--- src/rtl/ctr_pkg.sv ---
package ctr_pkg;

    typedef enum logic [1:0] {
        MODE_CLEAR = 2'd0,
        MODE_LOAD  = 2'd1,
        MODE_STEP  = 2'd2,
        MODE_HOLD  = 2'd3
    } ctr_mode_e;

endpackage

--- src/rtl/ctr_mode_dec.sv ---
module ctr_mode_dec
    import ctr_pkg::*;
(
    input  logic      sync_clr,
    input  logic      load_n,
    input  logic      en_p,
    input  logic      en_t,
    output ctr_mode_e mode
);

    // fixed priority: clear, preset, step, hold
    always_comb begin
        if (sync_clr)
            mode = MODE_CLEAR;
        else if (!load_n)
            mode = MODE_LOAD;
        else if (en_p && en_t)
            mode = MODE_STEP;
        else
            mode = MODE_HOLD;
    end

endmodule

--- src/rtl/ctr_tc_gen.sv ---
module ctr_tc_gen #(
    parameter int WIDTH = 4
) (
    input  logic [WIDTH-1:0] cnt,
    input  logic             en_t,
    output logic             tc
);

    // unregistered so a chain ripples the carry within one cycle
    always_comb begin
        tc = en_t & (&cnt);
    end

endmodule

--- src/rtl/bin_counter_casc.sv ---
module bin_counter_casc
    import ctr_pkg::*;
#(
    parameter int WIDTH     = 4,
    parameter bit ASYNC_CLR = 1'b1
) (
    input  logic             clk,
    input  logic             rst_n,
    input  logic             load_n,
    input  logic [WIDTH-1:0] din,
    input  logic             en_p,
    input  logic             en_t,
    output logic [WIDTH-1:0] count,
    output logic             tc
);

    localparam logic [WIDTH-1:0] STEP_ONE = WIDTH'(1);

    typedef struct packed {
        logic [WIDTH-1:0] cnt;
    } state_t;

    state_t    st_d;
    state_t    st_q;
    ctr_mode_e mode;
    logic      sync_clr;

    // edge-sampled clear only exists in the synchronous variant
    assign sync_clr = ASYNC_CLR ? 1'b0 : ~rst_n;

    ctr_mode_dec u_dec (
        .sync_clr (sync_clr),
        .load_n   (load_n),
        .en_p     (en_p),
        .en_t     (en_t),
        .mode     (mode)
    );

    always_comb begin
        st_d = st_q;
        unique case (mode)
            MODE_CLEAR: st_d.cnt = '0;
            MODE_LOAD:  st_d.cnt = din;
            MODE_STEP:  st_d.cnt = st_q.cnt + STEP_ONE;
            MODE_HOLD:  st_d.cnt = st_q.cnt;
        endcase
    end

    generate
        if (ASYNC_CLR) begin : g_async_clr
            always_ff @(posedge clk or negedge rst_n) begin
                if (!rst_n)
                    st_q <= '0;
                else
                    st_q <= st_d;
            end
        end else begin : g_sync_clr
            always_ff @(posedge clk) begin
                st_q <= st_d;
            end
        end
    endgenerate

    assign count = st_q.cnt;

    ctr_tc_gen #(
        .WIDTH (WIDTH)
    ) u_tc (
        .cnt  (st_q.cnt),
        .en_t (en_t),
        .tc   (tc)
    );

endmodule

--- config.mk ---
export PLATFORM = sky130hd
export DESIGN_NAME = bin_counter_casc
export DESIGN_NICKNAME = d
export VERILOG_FILES = /design/src/rtl/ctr_pkg.sv /design/src/rtl/ctr_mode_dec.sv /design/src/rtl/ctr_tc_gen.sv /design/src/rtl/bin_counter_casc.sv
export SDC_FILE = /design/constraint.sdc
export NUM_CORES = 1
export LEC_CHECK = 0
export BUFFER_PORTS_ARGS = -buffer_cell sky130_fd_sc_hd__buf_2
export CORE_AREA = 5 5 42 44
export DETAILED_ROUTE_END_ITERATION = 8
export DIE_AREA = 0 0 47 49
export GPL_TIMING_DRIVEN = 0
export RECOVER_POWER = 25
export SYNTH_ARGS = -nofsm -noshare
export SYNTH_HDL_FRONTEND = slang
export SYNTH_SLANG_ARGS = --single-unit
--- constraint.sdc ---
create_clock -name clk -period 3.1 [get_ports clk]
set_input_delay 0.155 -clock clk [delete_from_list [all_inputs] [get_ports clk]]
set_output_delay 0.155 -clock clk [all_outputs]
set_load 0.02 [all_outputs]
After elaboration in Yosys (flattened, before gate mapping)
Index checks and enable logic that the tools add are counted.
{"block": "word_totals", "reg_bits": 4}
{"block": "classes", "n_addsub": 1, "n_eq_ne": 3, "mux": 3, "bitwise_logic": 1, "n_reduce_logical": 3}
{"operator": "4-bit one-hot mux with 3 select lines", "n": 1}
{"operator": "4-bit by 1-bit adder with 4-bit output, second input constant", "n": 1}
{"operator": "2-bit == test, second input constant", "n": 2}
{"operator": "4-bit AND reduction", "n": 1}
{"operator": "2-bit by 1-bit == test with 1-bit output, second input constant", "n": 1}
{"operator": "2-bit zero test", "n": 1}
{"operator": "2-bit 2-to-1 mux", "n": 1}
{"operator": "1-bit AND", "n": 1}
{"operator": "1-bit logical AND", "n": 1}
{"operator": "1-bit 2-to-1 mux", "n": 1}

Depth between registers and ports, before layout
Gate-level depths: netlist (run 1).
{"block": "depth", "word_depth": 5, "mapped_depth": 4, "mapped_depth_nobuf": 4}

Hierarchy
From an unflattened synthesis (run 1), not the netlist that was laid out.
{"block": "hier_totals", "cells_unflattened": 33, "area_unflattened_um2": 302.8}
{"mod": "bin_counter_casc", "n_inst": 1, "cells_per_inst": 28, "area_per_inst_um2": 277.8, "seq_area_each_um2": 100.1}
{"mod": "ctr_mode_dec", "n_inst": 1, "cells_per_inst": 2, "area_per_inst_um2": 12.5, "seq_area_each_um2": 0.0}
{"mod": "ctr_tc_gen", "n_inst": 1, "cells_per_inst": 3, "area_per_inst_um2": 12.5, "seq_area_each_um2": 0.0}

Least setup slack after synthesis (run 1)
No wires, ideal clock.
{"block": "synth_timing", "path_type": "reg2reg", "startpoint": "register st_q, in the netlist count[0]", "endpoint": "register st_q, in the netlist count[3]", "arrival_ns": 1.041, "required_ns": 3.018, "slack_ns": 1.977, "stages_incl_launch_ff": 4, "period_less_slack_ns": 1.123, "cell_sequence": "dfrtp_1 -> nand3_1 -> or3_1 -> a31oi_1"}
{"block": "synth_via", "elab_chain_cells": 2}
{"element": "start: declaration", "line": "bin_counter_casc.sv:24", "text": "state_t st_q;"}
{"element": "start signal: assignment", "line": "bin_counter_casc.sv:55", "text": "st_q <= st_d;"}
{"element": "4-bit by 1-bit adder with 4-bit output", "line": "bin_counter_casc.sv:44", "text": "MODE_STEP: st_d.cnt = st_q.cnt + STEP_ONE;"}
{"element": "4-bit one-hot mux with 3 select lines", "line": "bin_counter_casc.sv:41", "text": "unique case (mode)"}
No other way between the ends.
A chain may end at the register's enable or synchronous reset.

Worst setup path in the final report (run 1)
{"block": "layout_timing", "startpoint": "register st_q, in the netlist count[0]", "endpoint": "output tc"}
{"block": "layout_via", "elab_chain_cells": 2}
{"element": "4-bit AND reduction", "line": "ctr_tc_gen.sv:11", "text": "tc = en_t & (&cnt);"}
{"element": "1-bit AND", "line": "ctr_tc_gen.sv:11"}
{"element": "end: declaration", "line": "bin_counter_casc.sv:14", "text": "output logic tc"}
No other way between the ends.

==> results.toml, run 1 <==
[floorplan]
rows = 14
start_util_pct = 15.5
fp.dieW_um = 47
fp.coreArea_um2 = 1400
die_h_um = 49
die_area_um2 = 2300
ioPinCount = 14

[cts]
clk_latency_ns = 0.23
htree_levels = 1
cts.sink_count = 4
cts_tree = "done"
cts_resized = 0
clk_pin_slew_worst_paths_ns = 0.04
root_buffer = "clkbuf_4"
clockBufferDepth = 2
cts_inserted_buffers = 3

[synthesis]
synth_top_family_by_area = "simple AND/OR/NAND/NOR gates"
synth_compound_area_share_pct = 12.1
synth_nets = 33
yosysTopAreaCell = "dfrtp_1"
synth-simple-area-share_pct = 21.8
synth_edf_count = 0
syn_area_um2 = 218
synth_cells = 23
synth_cell_types = 13
ys_ff_latch = 4
yosysWarnings = 0
synth_async_sr_flop_share_pct = 100
ys_top_cells_by_count = "dfrtp_1, nor2_1, a21oi_1, nand3_1, xor2_1"
yosysSeqAreaShare_pct = 46.0
synth_adder_area_share_pct = 5.75
synthFlopType = "dfrtp_1"
syn_avg_cell_area_um2 = 9.47
synthMuxAreaShare_pct = 4.60
yosys-top-cells-area = "dfrtp_1, xor2_1, a21oi_1"
synth-xor-area-share_pct = 8.05
synth_top_area_share_pct = 46.0

[power]
switching_power_uw = 51.7
comb_power_share_pct = 24.3
peakVddDrop_mv = 0.140
power.share.clock_pct = 37.8
p_total_uw = 171
p_leak_uw = 0.000154
power_density_nw_per_um2 = 521
p_int_uw = 120
power_frac_seq_pct = 37.9
switching_share_pct = 30.2

[grt]
overflow = 0
track_usage_pct = 6.63
grt_pass1_vias = 237
grt_max_degree = 9
antenna_found_initial = 0
grt_pass1_wl_um = 1010

[setup_path]
crit_arrival_ns = 1.22
startpoint_type = "flop"
cp-end-kind = "output port"
worstPathRequired_ns = 2.94
timing_worst_setup_path_type = "flop to output port"
crit_path_max_fanout = 4

[run_status]
status = "finished clean"

[route]
dr.pass1.iters = 2
vias_per_cell = 4.00
wl_um = 567
drc = 0
postRouteAntennaNets = 0
wl_per_cell_um = 10.3
drtIter0Drc = 6
vias = 220

[placement]
placed_area_um2 = 298
port_buffers = 12
gp_routability_congestion = 0.651

[sta]
hold_viol = 0
worstMarginPinSlew_ns = 0.324
slew_headroom_pct = 78.4
fin_skew_ns = 0.00460
period_needed_ns = 1.38
final.period_utilization_pct = 44.4
finalSetupTns_ns = 0
clock.fmax_ghz = 0.727
slew_viol_final = 0
rsz0062_at_grt = "false"
setup_viol = 0

[hold_path]
hold_path_class = "input port to flop"

[cells_and_area]
largest_reg_flops = 4
fin_area_um2 = 329
nNetsFinal = 51
num_antenna_cells = 0
drive_above_1_share_pct = 41.0
area_growth_pct = 51.1

[flow_run]
maxCapViolations = 0
==> repair_timing <==
| action | in CTS | in global routing |
|---|---|---|
| endpoints found under the hold margin | 4 | 0 |
| hold buffers | 1 | 0 |
| setup buffers | 0 | 0 |
==> metrics by stage <==
| step | hold WS (ns) | setup slack, ns | util [%] | cells |
|---|---|---|---|---|
| finish | 0.163 | 1.72 | 23.5 | 55 |
| global route | 0.185 | 1.65 | 23.5 | 55 |
| CTS | 0.157 | 1.72 | 23.6 | 55 |
| detailed placement | -0.0366 | 1.98 | 21.3 | 51 |
| global placement | -0.0321 | 1.98 | 21.3 | 51 |
| floorplan | -0.141 | 1.98 | - | 23 |
==> per-layer routing <==
layer  share of wire (%)  vias up  track usage (%)  wire length [um]
met5                   0        -                0                 0
met4                   0        0             5.53                 0
met3                  14        0             3.69                82
met2                  42       10             7.69               239
met1                  43       95             8.41               245
li1                    -      115                -                 -
==> final cells by class <==
cell class | count | area [um2]
fill | 164 | 1070
multi-input combinational | 18 | 114
sequential | 4 | 100
timing repair buffer | 13 | 68.8
clock buffer | 3 | 22.5
tap | 16 | 20.0
buffer | 1 | 3.75
==> power by group through the flow <==
stage | Clock [uW] | Combinational, uW | Sequential [uW]
after global routing | 75.1 | 46.8 | 66.5
after CTS | 68.9 | 42.2 | 65.1
after detailed placement | 0 | 41.0 | 65.7
after floorplan | 0 | 16.6 | 72.7
final | 64.7 | 41.6 | 65.0
after global placement | 0 | 40.1 | 65.4
==> critical path, stage by stage, from the launching register on <==
cell and delay (ns):
dfrtp_1 0.40, ha_1 0.23, and4_2 0.20, buf_2 0.15
==> cells in the final DEF (no fill, tap or decap) <==
master         count
buf_2             11
nor2_1             4
dfrtp_1            4
a21oi_1            3
clkbuf_4           3
clkbuf_1           2
xor2_1             2
nand3_1            2
and4_2             1
nand2_2            1
o21ai_0            1
or3_1              1
a31oi_1            1
mux2i_1            1
ha_1               1
dlygate4sd3_1      1
==> cell families after synthesis <==
group	count (synthesis)
buffers and inverters	1
adders and majority gates	1
and+or+nand+nor	9
muxes	1
DFF	4
xor gates and xnor gates	2
AOI/OAI and AO/OA	5
==> final timing paths <==
path / cells after the start / end / slack [ns] / startpoint
hold / removal: 3 / count[0] / 0.16 / din[0]
min in group asynchronous: 2 / count[0] / 0.28 / rst_n
setup reg to reg: 4 / count[2] / 2.01 / count[0]
setup / recovery: 3 / tc / 1.72 / count[0]
max in group asynchronous: 2 / count[1] / 2.64 / rst_n
hold reg to reg: 2 / count[3] / 0.61 / count[3]
Note: power is estimated with default switching activity, not from simulation.
==> inputs of run 2 (changes only) <==
==> constraint.sdc (replaced) <==
create_clock -name clk -period 1.3 [get_ports clk]
set_input_delay 0.065 -clock clk [delete_from_list [all_inputs] [get_ports clk]]
set_output_delay 0.065 -clock clk [all_outputs]
set_load 0.02 [all_outputs]
==> results.toml, run 2 (synthesis gave the netlist of run 1 again) <==
[run_status]
status = "finished clean"

[sta]
setup_slack_ns = 0.0560
slew_headroom_pct = 78.6
worstMarginPinSlew_ns = 0.322
rsz0062_at_grt = "false"
final.period_utilization_pct = 95.7
clock.fmax_ghz = 0.804
timing.hold.ws_ns = 0.0729
setup_viol = 0
slew_viol_final = 0
hold_viol = 0
finalSetupTns_ns = 0
period_needed_ns = 1.24
fin_skew_ns = 0.00437

[cells_and_area]
drive_above_1_share_pct = 45.0
area_growth_pct = 55.7
final_cell_mix = "buf_2, nor2_1, dfrtp_1"
nNetsFinal = 52
nFillCells = 162
layout_commonest_cell = "buf_2"
seqCellArea_um2 = 100
fin_area_um2 = 339
largest_reg_flops = 4
num_antenna_cells = 0
multi_input_area_um2 = 116

[setup_path]
cpLargestDelayFamily = "flip-flops"
crit_arrival_ns = 1.18
r2r_cells = 4
path_buf_inv = 1
worstPathRequired_ns = 1.24
crit_path_max_fanout = 4
timing.critical_path.depth = 3
critPathSlowestCell = "dfrtp_1"
crit_chain = "ha_2, and4_2, buf_2"
cp_slowest_stage_delay_ns = 0.40
startpoint_type = "flop"
cp-end-kind = "output port"
timing_worst_setup_path_type = "flop to output port"

[cts]
clk_latency_ns = 0.23
clk_pin_slew_worst_paths_ns = 0.04
cts_inserted_buffers = 3
htree_levels = 1
cts_tree = "done"
clockBufferDepth = 2
cts.sink_count = 4
root_buffer = "clkbuf_4"

[placement]
pre_cts_ws_ns = 0.222
port_buffers = 12
gp_routability_congestion = 0.651
placed_area_um2 = 298

[floorplan]
ioPinCount = 14
start_util_pct = 15.5
die_area_um2 = 2300
die_h_um = 49
rows = 14
fp.dieW_um = 47
fp.coreArea_um2 = 1400

[route]
wl_per_cell_um = 10.3
postRouteAntennaNets = 0
vias_per_cell = 4.00
drc = 0
wl_um = 576
dr.pass1.iters = 2
drtIter0Drc = 6
vias = 224

[power]
p_leak_uw = 0.000157
switching_power_uw = 124
power_density_nw_per_um2 = 1220
power_frac_seq_pct = 37.3
power.share.clock_pct = 37.1
peakVddDrop_mv = 0.334
comb_power_share_pct = 25.6
switching_share_pct = 30.0
p_int_uw = 290

[grt]
antenna_found_initial = 0
grt_max_degree = 9
grt_pass1_wl_um = 1010
overflow = 0
grt_pass1_vias = 237
track_usage_pct = 6.63

[hold_path]
holdPathStages = 3
hold_path_class = "input port to flop"

[flow_run]
maxCapViolations = 0
[run 2: cell types whose count changed in the layout (fill, tap and decap cells not counted)]
cell / before / now
ha_1: 1 / 0
buf_4: 0 / 1
ha_2: 0 / 1
[run 2: cell type report]
cell class / count / area share (%)
plain buffers: 1 / 1.11
clock buffers: 3 / 6.64
multi-input cells: 18 / 34.3
flip-flops and latches: 4 / 29.5
well taps: 16 / 5.90
repair buffers: 14 / 22.5
[run 2: power groups by stage]
stage	registers (uW)	clock network (uW)	logic, uW
4_1_cts	155	164	101
5_1_grt	158	179	119
3_3_place_gp	156	0	95.6
6_report	155	154	106
3_5_place_dp	157	0	97.8
2_1_floorplan	173	0	39.6
[run 2: tightest hold or removal path: stages]
cell and delay [ns]:
buf_2 0.07, nor2_1 0.03, a21oi_1 0.09
[run 2: final timing paths]
check	from	to	slack [ns]
min	din[0]	count[0]	0.07
max reg2reg	count[0]	count[2]	0.25
max in group asynchronous	rst_n	count[1]	0.93
max	count[0]	tc	0.06
min reg2reg	count[3]	count[3]	0.60
min in group asynchronous	rst_n	count[0]	0.19
[run 2: layer usage]
metal / vias up / global-route usage, % / wire length (um)
li1: 116 / - / -
met1: 98 / 8.41 / 247
met2: 10 / 7.69 / 245
met3: 0 / 3.69 / 82
met4: 0 / 5.53 / 0
met5: - / 0 / 0
[run 2: repair_timing]
action / CTS / global route
hold buffers: 1 / 0
endpoints found under the hold margin: 4 / 0
endpoints found under the setup margin: 0 / 1
buffers inserted: 0 / 1
gates resized for setup: 0 / 1
[run 2: metrics by stage]
stage | util, % | total power [uW] | std cells
final | 24.2 | 415 | 56
after global routing | 24.2 | 456 | 56
after CTS | 23.6 | 420 | 55
after detailed placement | 21.3 | 255 | 51
after global placement | 21.3 | 251 | 51
after floorplan | - | 213 | 23
